--- config.mk ---
export PLATFORM = sky130hd
export DESIGN_NAME = vsd_vsync_detect
export DESIGN_NICKNAME = d
export VERILOG_FILES = /design/src/rtl/vsd_pkg.sv /design/src/rtl/vsd_pulse_meas.sv /design/src/rtl/vsd_phase_track.sv /design/src/rtl/vsd_vsync_gen.sv /design/src/rtl/vsd_field_track.sv /design/src/rtl/vsd_vsync_detect.sv
export SDC_FILE = /design/constraint.sdc
export NUM_CORES = 1
export LEC_CHECK = 0
export CAP_MARGIN = 20
export CELL_PAD_IN_SITES_DETAIL_PLACEMENT = 1
export CELL_PAD_IN_SITES_GLOBAL_PLACEMENT = 1
export CORE_UTILIZATION = 44
export CTS_CLUSTER_SIZE = 14
export DETAILED_ROUTE_END_ITERATION = 8
export PLACE_DENSITY_LB_ADDON = 0.1
export SYNTH_ARGS = -nofsm -noshare
export SYNTH_HDL_FRONTEND = slang
export SYNTH_SLANG_ARGS = --single-unit
--- constraint.sdc ---
create_clock -name clk -period 1.6 [get_ports clk]
set_input_delay 0.4 -clock clk [delete_from_list [all_inputs] [get_ports clk]]
set_output_delay 0.4 -clock clk [all_outputs]
set_load 0.005 [all_outputs]
--- src/rtl/vsd_pkg.sv ---
package vsd_pkg;
  // Classification of the first wide pulse of a vertical interval
  typedef enum logic [1:0] {
    FCLS_NONE = 2'd0,
    FCLS_ONE  = 2'd1,
    FCLS_TWO  = 2'd2
  } fcls_e;
endpackage

--- src/rtl/vsd_pulse_meas.sv ---
module vsd_pulse_meas #(
  parameter int HW = 12
) (
  input  logic          clk,
  input  logic          rst_n,
  input  logic          csync_n,
  input  logic [HW-1:0] line_period,
  output logic          fall_o,
  output logic          broad_hit_o,
  output logic          rise_norm_o
);
  localparam int CW = HW + 2;
  localparam logic [CW-1:0] SAT = '1;

  logic          cs_d_q;
  logic [CW-1:0] lowcnt_q, lowcnt_d;
  logic          lowcnt_en;
  logic          fall, rise;
  logic [CW-1:0] quarter;

  always_comb begin
    fall      = cs_d_q & ~csync_n;
    rise      = ~cs_d_q & csync_n;
    quarter   = CW'(line_period >> 2);
    lowcnt_en = fall | (~csync_n & (lowcnt_q != SAT));
    lowcnt_d  = fall ? CW'(1) : lowcnt_q + CW'(1);
  end

  always_ff @(posedge clk or negedge rst_n) begin
    if (!rst_n) begin
      cs_d_q   <= 1'b1;
      lowcnt_q <= '0;
    end else begin
      cs_d_q <= csync_n;
      if (lowcnt_en) lowcnt_q <= lowcnt_d;
    end
  end

  // low time just exceeded a quarter line on this edge
  assign fall_o      = fall;
  assign broad_hit_o = ~csync_n & ~fall & (lowcnt_q == quarter);
  assign rise_norm_o = rise & (lowcnt_q <= quarter);
endmodule

--- src/rtl/vsd_phase_track.sv ---
module vsd_phase_track
  import vsd_pkg::*;
#(
  parameter int HW = 12
) (
  input  logic          clk,
  input  logic          rst_n,
  input  logic          fall_i,
  input  logic [HW-1:0] line_period,
  output fcls_e         cls_o
);
  logic [HW-1:0] ph_q, ph_d, ph_inc;
  logic [HW-1:0] eighth, half;
  logic          near0, nearh;
  fcls_e         cls_q, cls_d;

  always_comb begin
    eighth = line_period >> 3;
    half   = line_period >> 1;
    ph_inc = (ph_q >= line_period - 1'b1) ? '0 : ph_q + 1'b1;
    near0  = (ph_inc <= eighth) || (ph_inc >= line_period - eighth);
    nearh  = (ph_inc >= half - eighth) && (ph_inc <= half + eighth);
    ph_d   = ph_inc;
    cls_d  = cls_q;
    if (fall_i) begin
      if (near0) begin
        ph_d  = '0;
        cls_d = FCLS_ONE;
      end else if (nearh) begin
        cls_d = FCLS_TWO;
      end else begin
        ph_d  = '0;
        cls_d = FCLS_NONE;
      end
    end
  end

  always_ff @(posedge clk or negedge rst_n) begin
    if (!rst_n) begin
      ph_q  <= '0;
      cls_q <= FCLS_NONE;
    end else begin
      ph_q  <= ph_d;
      cls_q <= cls_d;
    end
  end

  assign cls_o = cls_q;
endmodule

--- src/rtl/vsd_vsync_gen.sv ---
module vsd_vsync_gen #(
  parameter int HW = 12
) (
  input  logic          clk,
  input  logic          rst_n,
  input  logic          broad_hit_i,
  input  logic          rise_norm_i,
  input  logic [HW-1:0] line_period,
  output logic          trig_o,
  output logic          vs_act_o,
  output logic          vint_o
);
  localparam int CW = HW + 2;

  logic [CW-1:0] vcnt_q, vcnt_d, span;
  logic          vs_q, vs_d;
  logic          vint_q, vint_d;
  logic          trig;

  always_comb begin
    span   = ({2'b00, line_period} << 1) + {2'b00, line_period} - CW'(1);
    trig   = broad_hit_i & ~vint_q;
    vs_d   = vs_q;
    vcnt_d = vcnt_q;
    vint_d = vint_q;
    if (trig) begin
      vs_d   = 1'b1;
      vcnt_d = span;
      vint_d = 1'b1;
    end else begin
      if (vs_q) begin
        if (vcnt_q == '0) vs_d = 1'b0;
        else              vcnt_d = vcnt_q - CW'(1);
      end
      if (vint_q & rise_norm_i & ~vs_q) vint_d = 1'b0;
    end
  end

  always_ff @(posedge clk or negedge rst_n) begin
    if (!rst_n) begin
      vs_q   <= 1'b0;
      vcnt_q <= '0;
      vint_q <= 1'b0;
    end else begin
      vs_q   <= vs_d;
      vcnt_q <= vcnt_d;
      vint_q <= vint_d;
    end
  end

  assign trig_o   = trig;
  assign vs_act_o = vs_q;
  assign vint_o   = vint_q;
endmodule

--- src/rtl/vsd_field_track.sv ---
module vsd_field_track
  import vsd_pkg::*;
(
  input  logic  clk,
  input  logic  rst_n,
  input  logic  trig_i,
  input  fcls_e cls_i,
  output logic  field_odd_o,
  output logic  interlaced_o
);
  fcls_e prev_q, prev_d;
  logic  fo_q, fo_d;
  logic  il_q, il_d;
  logic  alt;

  always_comb begin
    alt    = (prev_q != FCLS_NONE) && (cls_i != FCLS_NONE) && (cls_i != prev_q);
    prev_d = prev_q;
    fo_d   = fo_q;
    il_d   = il_q;
    if (trig_i) begin
      prev_d = cls_i;
      il_d   = alt;
      fo_d   = alt ? (cls_i == FCLS_ONE) : 1'b1;
    end
  end

  always_ff @(posedge clk or negedge rst_n) begin
    if (!rst_n) begin
      prev_q <= FCLS_NONE;
      fo_q   <= 1'b1;
      il_q   <= 1'b0;
    end else begin
      prev_q <= prev_d;
      fo_q   <= fo_d;
      il_q   <= il_d;
    end
  end

  assign field_odd_o  = fo_q;
  assign interlaced_o = il_q;
endmodule

--- src/rtl/vsd_vsync_detect.sv ---
module vsd_vsync_detect
  import vsd_pkg::*;
#(
  parameter int HW = 12
) (
  input  logic          clk,
  input  logic          rst_n,
  input  logic          csync_n,
  input  logic [HW-1:0] line_period,
  output logic          vsync_n,
  output logic          field_odd,
  output logic          interlaced,
  output logic          vint
);
  logic [1:0] rs_q;
  logic       rst_int_n;
  logic       fall, broad_hit, rise_norm, trig, vs_act;
  fcls_e      cls;

  // asynchronous assert, synchronous release
  always_ff @(posedge clk or negedge rst_n) begin
    if (!rst_n) rs_q <= 2'b00;
    else        rs_q <= {rs_q[0], 1'b1};
  end
  assign rst_int_n = rs_q[1];

  vsd_pulse_meas #(.HW(HW)) i_meas (
    .clk         (clk),
    .rst_n       (rst_int_n),
    .csync_n     (csync_n),
    .line_period (line_period),
    .fall_o      (fall),
    .broad_hit_o (broad_hit),
    .rise_norm_o (rise_norm)
  );

  vsd_phase_track #(.HW(HW)) i_phase (
    .clk         (clk),
    .rst_n       (rst_int_n),
    .fall_i      (fall),
    .line_period (line_period),
    .cls_o       (cls)
  );

  vsd_vsync_gen #(.HW(HW)) i_vgen (
    .clk         (clk),
    .rst_n       (rst_int_n),
    .broad_hit_i (broad_hit),
    .rise_norm_i (rise_norm),
    .line_period (line_period),
    .trig_o      (trig),
    .vs_act_o    (vs_act),
    .vint_o      (vint)
  );

  vsd_field_track i_field (
    .clk          (clk),
    .rst_n        (rst_int_n),
    .trig_i       (trig),
    .cls_i        (cls),
    .field_odd_o  (field_odd),
    .interlaced_o (interlaced)
  );

  assign vsync_n = ~vs_act;
endmodule

==> results.json, run 1 <==
{
  "most_used_standard_cell_by_instance_count_after_synthesis": "sky130_fd_sc_hd__ha_1",
  "gp_congestion": 0.8500,
  "synthesis.yosys.warnings": 0,
  "syn_area_sq_um": 6173,
  "dpl.cell_count": 1130,
  "holdBufCountCts": 0,
  "postSynthRegisterBits": 51,
  "clock_path_buffers": 2,
  "synthDistinctLibCells": 66,
  "status": "stopped before the end",
  "synth-main-ff-cell": "sky130_fd_sc_hd__dfrtp_1",
  "mappedNetlistNets": 859,
  "floorplan.die.height_microns": 120.5,
  "synth_edf_count": 0,
  "placement_rows": 42,
  "placed_cell_area_sq_um": 8509,
  "die_x_microns": 120.5,
  "synth.top_cells.by_area": "sky130_fd_sc_hd__ha_1 (25%), sky130_fd_sc_hd__dfrtp_1 (20%), sky130_fd_sc_hd__xnor2_1 (7.7%)",
  "yosysTopAreaCellShare_pct": 25.33,
  "asyncSetResetFlopFracSynth_pct": 100.0,
  "synth_top_cells_by_count": "sky130_fd_sc_hd__ha_1 (125), sky130_fd_sc_hd__nor2_1 (65), sky130_fd_sc_hd__inv_1 (59)",
  "haltStage": "4_1_cts",
  "cts-resized-gates": 246,
  "synth_area_per_cell_sq_um": 8.634,
  "ys_seq_area_share_pct": 20.71,
  "cts_num_sinks": 51,
  "cts-root-buf": "sky130_fd_sc_hd__clkbuf_16",
  "io_buffers": 18,
  "clock_tree.htree_level_count": 2,
  "synthDominantAreaCellType": "sky130_fd_sc_hd__ha_1",
  "io_pins": 19,
  "floorplan.initialDensity_pct": 45.89,
  "stop_error": "[ERROR DPL-0033] detailed placement checks failed during check placement.",
  "netlist_instances": 715,
  "postCtsSetupRepairBufs": 48,
  "cts-buffers-inserted": 5,
  "dpl_hpwl_microns": 19190
}
-- metrics by stage --
stage,TNS [ns],setup slack (ns),hold slack [ns]
floorplan,-43.03,-2.321,0.1044
global placement,-75.73,-3.235,0.1917
detailed placement,-84.50,-3.697,0.1961
-- cells by family after synthesis --
logic type	count (synthesis)	share of synthesized area, %
and+or+nand+nor	222	18.54
AOI/OAI and AO/OA	146	16.01
adders and majority gates	129	26.63
xor gates and xnor gates	84	11.92
buffers and inverters	74	4.682
DFF	51	20.71
muxes	8	1.439
other	1	0.06074
==> run 2: changes to the inputs <==
Settings changed: CELL_PAD_IN_SITES_DETAIL_PLACEMENT 1 to unset, CELL_PAD_IN_SITES_GLOBAL_PLACEMENT 1 to unset, CORE_UTILIZATION 44 to 30, CTS_CLUSTER_SIZE 14 to unset, PLACE_DENSITY_LB_ADDON 0.1 to 0.15.
Clock period 1.6 ns to 2.1 ns, I/O delays scaled along.
==> run 2 against run 1 <==
Net effect:
- the flow now finishes, with violations (setup timing)
- synthesized cell count unchanged
- synthesized area unchanged
==> results.json, run 2 <==
{
  "asyncSetResetFlopFracSynth_pct": 100.0,
  "timing.final.setup_violations": 34,
  "holdBufCountCts": 0,
  "yosysTopAreaCellShare_pct": 25.33,
  "setup_slack_reg_to_reg_ns": -1.36,
  "gr-total-overflow": 0,
  "cts_tree": "built",
  "synth_edf_count": 0,
  "dieArea_sq_um": 21160,
  "route.detailed.drc": 0,
  "syn_area_sq_um": 6173,
  "status": "complete, but fails checks",
  "final.setup.worst_slack_ns": -1.962,
  "setup.worst_path.start": "line_period[3]",
  "unrepaired_setup_endpoints_after_global_routing": "true",
  "grt_max_degree": 29,
  "clkTransAtPathRegs_ns": 0.07,
  "layout.nets": 1100,
  "io_pins": 19,
  "antenna_found_initial": 0,
  "placement_rows": 52,
  "worstSetupStartpointType": "primary input",
  "synthesis.yosys.warnings": 0,
  "wl_per_cell_microns": 15.20,
  "synth_area_per_cell_sq_um": 8.634,
  "n_antenna_cell": 0,
  "cts_num_sinks": 51,
  "power.density_cell_area_nw_per_um2": 542.0,
  "io_buffers": 18,
  "syn2layout_area_growth_pct": 50.65,
  "drt_iter0_drc": 157,
  "cts-buffers-inserted": 5,
  "skew_ns": 0.006022,
  "worst_ep_required_time_ns": 2.28,
  "synth-main-ff-cell": "sky130_fd_sc_hd__dfrtp_1",
  "p_total_w": 0.005041,
  "ys_seq_area_share_pct": 20.71,
  "firstDrtPassIters": 4,
  "floorplan.initialDensity_pct": 30.51,
  "grt_usage_pct": 18.14,
  "final.period_utilization_pct": 193.4,
  "drtAntennaViolNets": 0,
  "timing.rr.start": "i_phase.ph_q[2]$_DFF_PN0_",
  "finalWirelength_microns": 18650,
  "layout_cells_sized_above_1_pct": 38.77,
  "clock_latency_late_sink_ns": 0.30,
  "clock_tree.htree_level_count": 2,
  "final-max-slew-violation-count": 0,
  "power.leakage_nw": 4.424,
  "timing.hold.ws_ns": 0.2480,
  "max_slew_margin_pct": 65.19,
  "floorplan.die.height_microns": 145.5,
  "dpl_hpwl_microns": 15280,
  "type_of_the_most_critical_hold_path": "flop to asynchronous set/reset pin",
  "gp_congestion": 0.9269,
  "commonest_non_fill_non_tap_cell_in_the_layout": "sky130_fd_sc_hd__buf_4",
  "synth.top_cells.by_area": "sky130_fd_sc_hd__ha_1 (25%), sky130_fd_sc_hd__dfrtp_1 (20%), sky130_fd_sc_hd__xnor2_1 (7.7%)",
  "final.min_clock_period_ns": 4.062,
  "worst_setup_path_class": "primary input to flop",
  "max_slew.worst_pin.slew_ns": 0.5222,
  "final_hold_viol_count": 0,
  "cts-root-buf": "sky130_fd_sc_hd__clkbuf_16",
  "max_freq_mhz": 246.2,
  "most_used_standard_cell_by_instance_count_after_synthesis": "sky130_fd_sc_hd__ha_1",
  "via_count": 5933,
  "vias_in_the_first_global_route": 6193,
  "worst-path-max-fanout": 6,
  "die_x_microns": 145.5,
  "layout_top_registers": "i_meas.lowcnt_q x14, i_vgen.vcnt_q x14, i_phase.ph_q x12",
  "fillers": 1911,
  "vdd.ir_drop.worst_v": 0.0003732,
  "synthDominantAreaCellType": "sky130_fd_sc_hd__ha_1",
  "drt-vias-per-instance": 4.835,
  "core_area_sq_um": 20230,
  "worst_ep_arrival_time_ns": 4.24,
  "clock_path_buffers": 2,
  "netlist_instances": 715,
  "synth_top_cells_by_count": "sky130_fd_sc_hd__ha_1 (125), sky130_fd_sc_hd__nor2_1 (65), sky130_fd_sc_hd__inv_1 (59)",
  "layout_common_cells": "sky130_fd_sc_hd__buf_4 (201), sky130_fd_sc_hd__ha_1 (107), sky130_fd_sc_hd__xnor2_1 (53)",
  "synthDistinctLibCells": 66,
  "cap_violations": 0,
  "wire_length_of_the_first_global_routing_pass_microns": 30580,
  "mappedNetlistNets": 859,
  "violations": "setup timing",
  "worstSetupEndpointType": "flop",
  "postSynthRegisterBits": 51
}
[run 2: per-stage QoR]
stage          instance area [sq um]  utilization [%]  setup WS (ns)  std cells  TNS (ns)
6_report                        9300            45.96         -1.962       1227    -32.78
3_5_place_dp                    8376            41.39         -3.075       1196    -62.85
5_1_grt                         9300            45.96         -2.163       1227    -37.58
4_1_cts                         9100            44.97         -2.092       1222    -34.37
3_3_place_gp                    8376            41.39         -2.968       1196    -61.34
2_1_floorplan                   6379                -         -1.946        715    -30.36
[run 2: worst paths after layout]
path	end	cells past startpoint
worst max-delay path	i_phase.ph_q[5]$_DFF_PN0_	23
worst min-delay path	i_field.interlaced_o$_DFFE_PN0P_	0
worst max register to register	i_phase.ph_q[5]$_DFF_PN0_	16
worst min register to register	i_field.interlaced_o$_DFFE_PN0P_	0
max in group asynchronous	i_meas.cs_d_q$_DFF_PN1_	1
min in group clk	rs_q[1]$_DFF_PN0_	0
[run 2: where the power goes]
part / total [W] / switching, W / internal [W]
logic: 0.00284 / 0.00140 / 0.00144
clock network: 0.000984 / 0.000384 / 0.000600
registers: 0.00122 / 0.000119 / 0.00110
total: 0.00504 / 0.00190 / 0.00314
[run 2: cells by family after synthesis]
kind of cell / Yosys count / synth area share (%)
buffers and inverters: 74 / 4.682
other: 1 / 0.06074
muxes: 8 / 1.439
DFF: 51 / 20.71
adders and majority gates: 129 / 26.63
and+or+nand+nor: 222 / 18.54
xor gates and xnor gates: 84 / 11.92
AOI/OAI and AO/OA: 146 / 16.01
[run 2: per-layer routing]
metal / track usage [%] / part of all wire, % / vias to the layer above
li1: - / - / 3029
met5: 0 / 0 / -
met3: 1.693 / 2.6 / 35
met4: 6.895 / 3.2 / 0
met2: 32.36 / 49 / 76
met1: 22.55 / 45 / 2793
[run 2: area by class of cell]
type	count	area [sq um]	share of cell area [%]
Sequential cell	51	1280	13.76
Inverter	62	272.8	2.933
Clock buffer	6	138.9	1.493
Clock inverter	2	38.79	0.4171
Multi-Input combinational cell	590	5192	55.83
Tap cell	270	337.8	3.632
Timing Repair Buffer	246	2039	21.93
[run 2: timing repair]
item	in CTS	in global routing
buffers inserted	18	7
gates cloned	2	0
setup endpoints to repair	34	37
resized for setup	139	49
pin swaps	51	36
[run 2: critical path, stage by stage]
cell	delay, ns
sky130_fd_sc_hd__buf_8	0.08
sky130_fd_sc_hd__clkinvlp_4	0.15
sky130_fd_sc_hd__ha_4	0.21
sky130_fd_sc_hd__nand2_4	0.06
sky130_fd_sc_hd__nand3_4	0.08
sky130_fd_sc_hd__a21oi_4	0.17
sky130_fd_sc_hd__xnor2_2	0.13
sky130_fd_sc_hd__ha_1	0.26
sky130_fd_sc_hd__a21o_1	0.18
sky130_fd_sc_hd__a21o_1	0.18
sky130_fd_sc_hd__a21oi_2	0.17
sky130_fd_sc_hd__o21ai_4	0.10
sky130_fd_sc_hd__buf_6	0.15
sky130_fd_sc_hd__nor2_4	0.19
sky130_fd_sc_hd__buf_4	0.16
sky130_fd_sc_hd__buf_4	0.09
sky130_fd_sc_hd__ha_1	0.23
sky130_fd_sc_hd__a21o_1	0.22
sky130_fd_sc_hd__a2111oi_4	0.31
sky130_fd_sc_hd__o22ai_2	0.13
sky130_fd_sc_hd__a21oi_2	0.22
sky130_fd_sc_hd__buf_6	0.19
sky130_fd_sc_hd__nor3_2	0.05
Power figures use the tool's default switching activity.
==> run 3: changes to the inputs <==
Settings changed: ABC_CLOCK_PERIOD_IN_PS set to 2100, CAP_MARGIN 20 to unset.
==> results of run 3 <==
Final layout, timing and power as in run 2 (identical DEF).
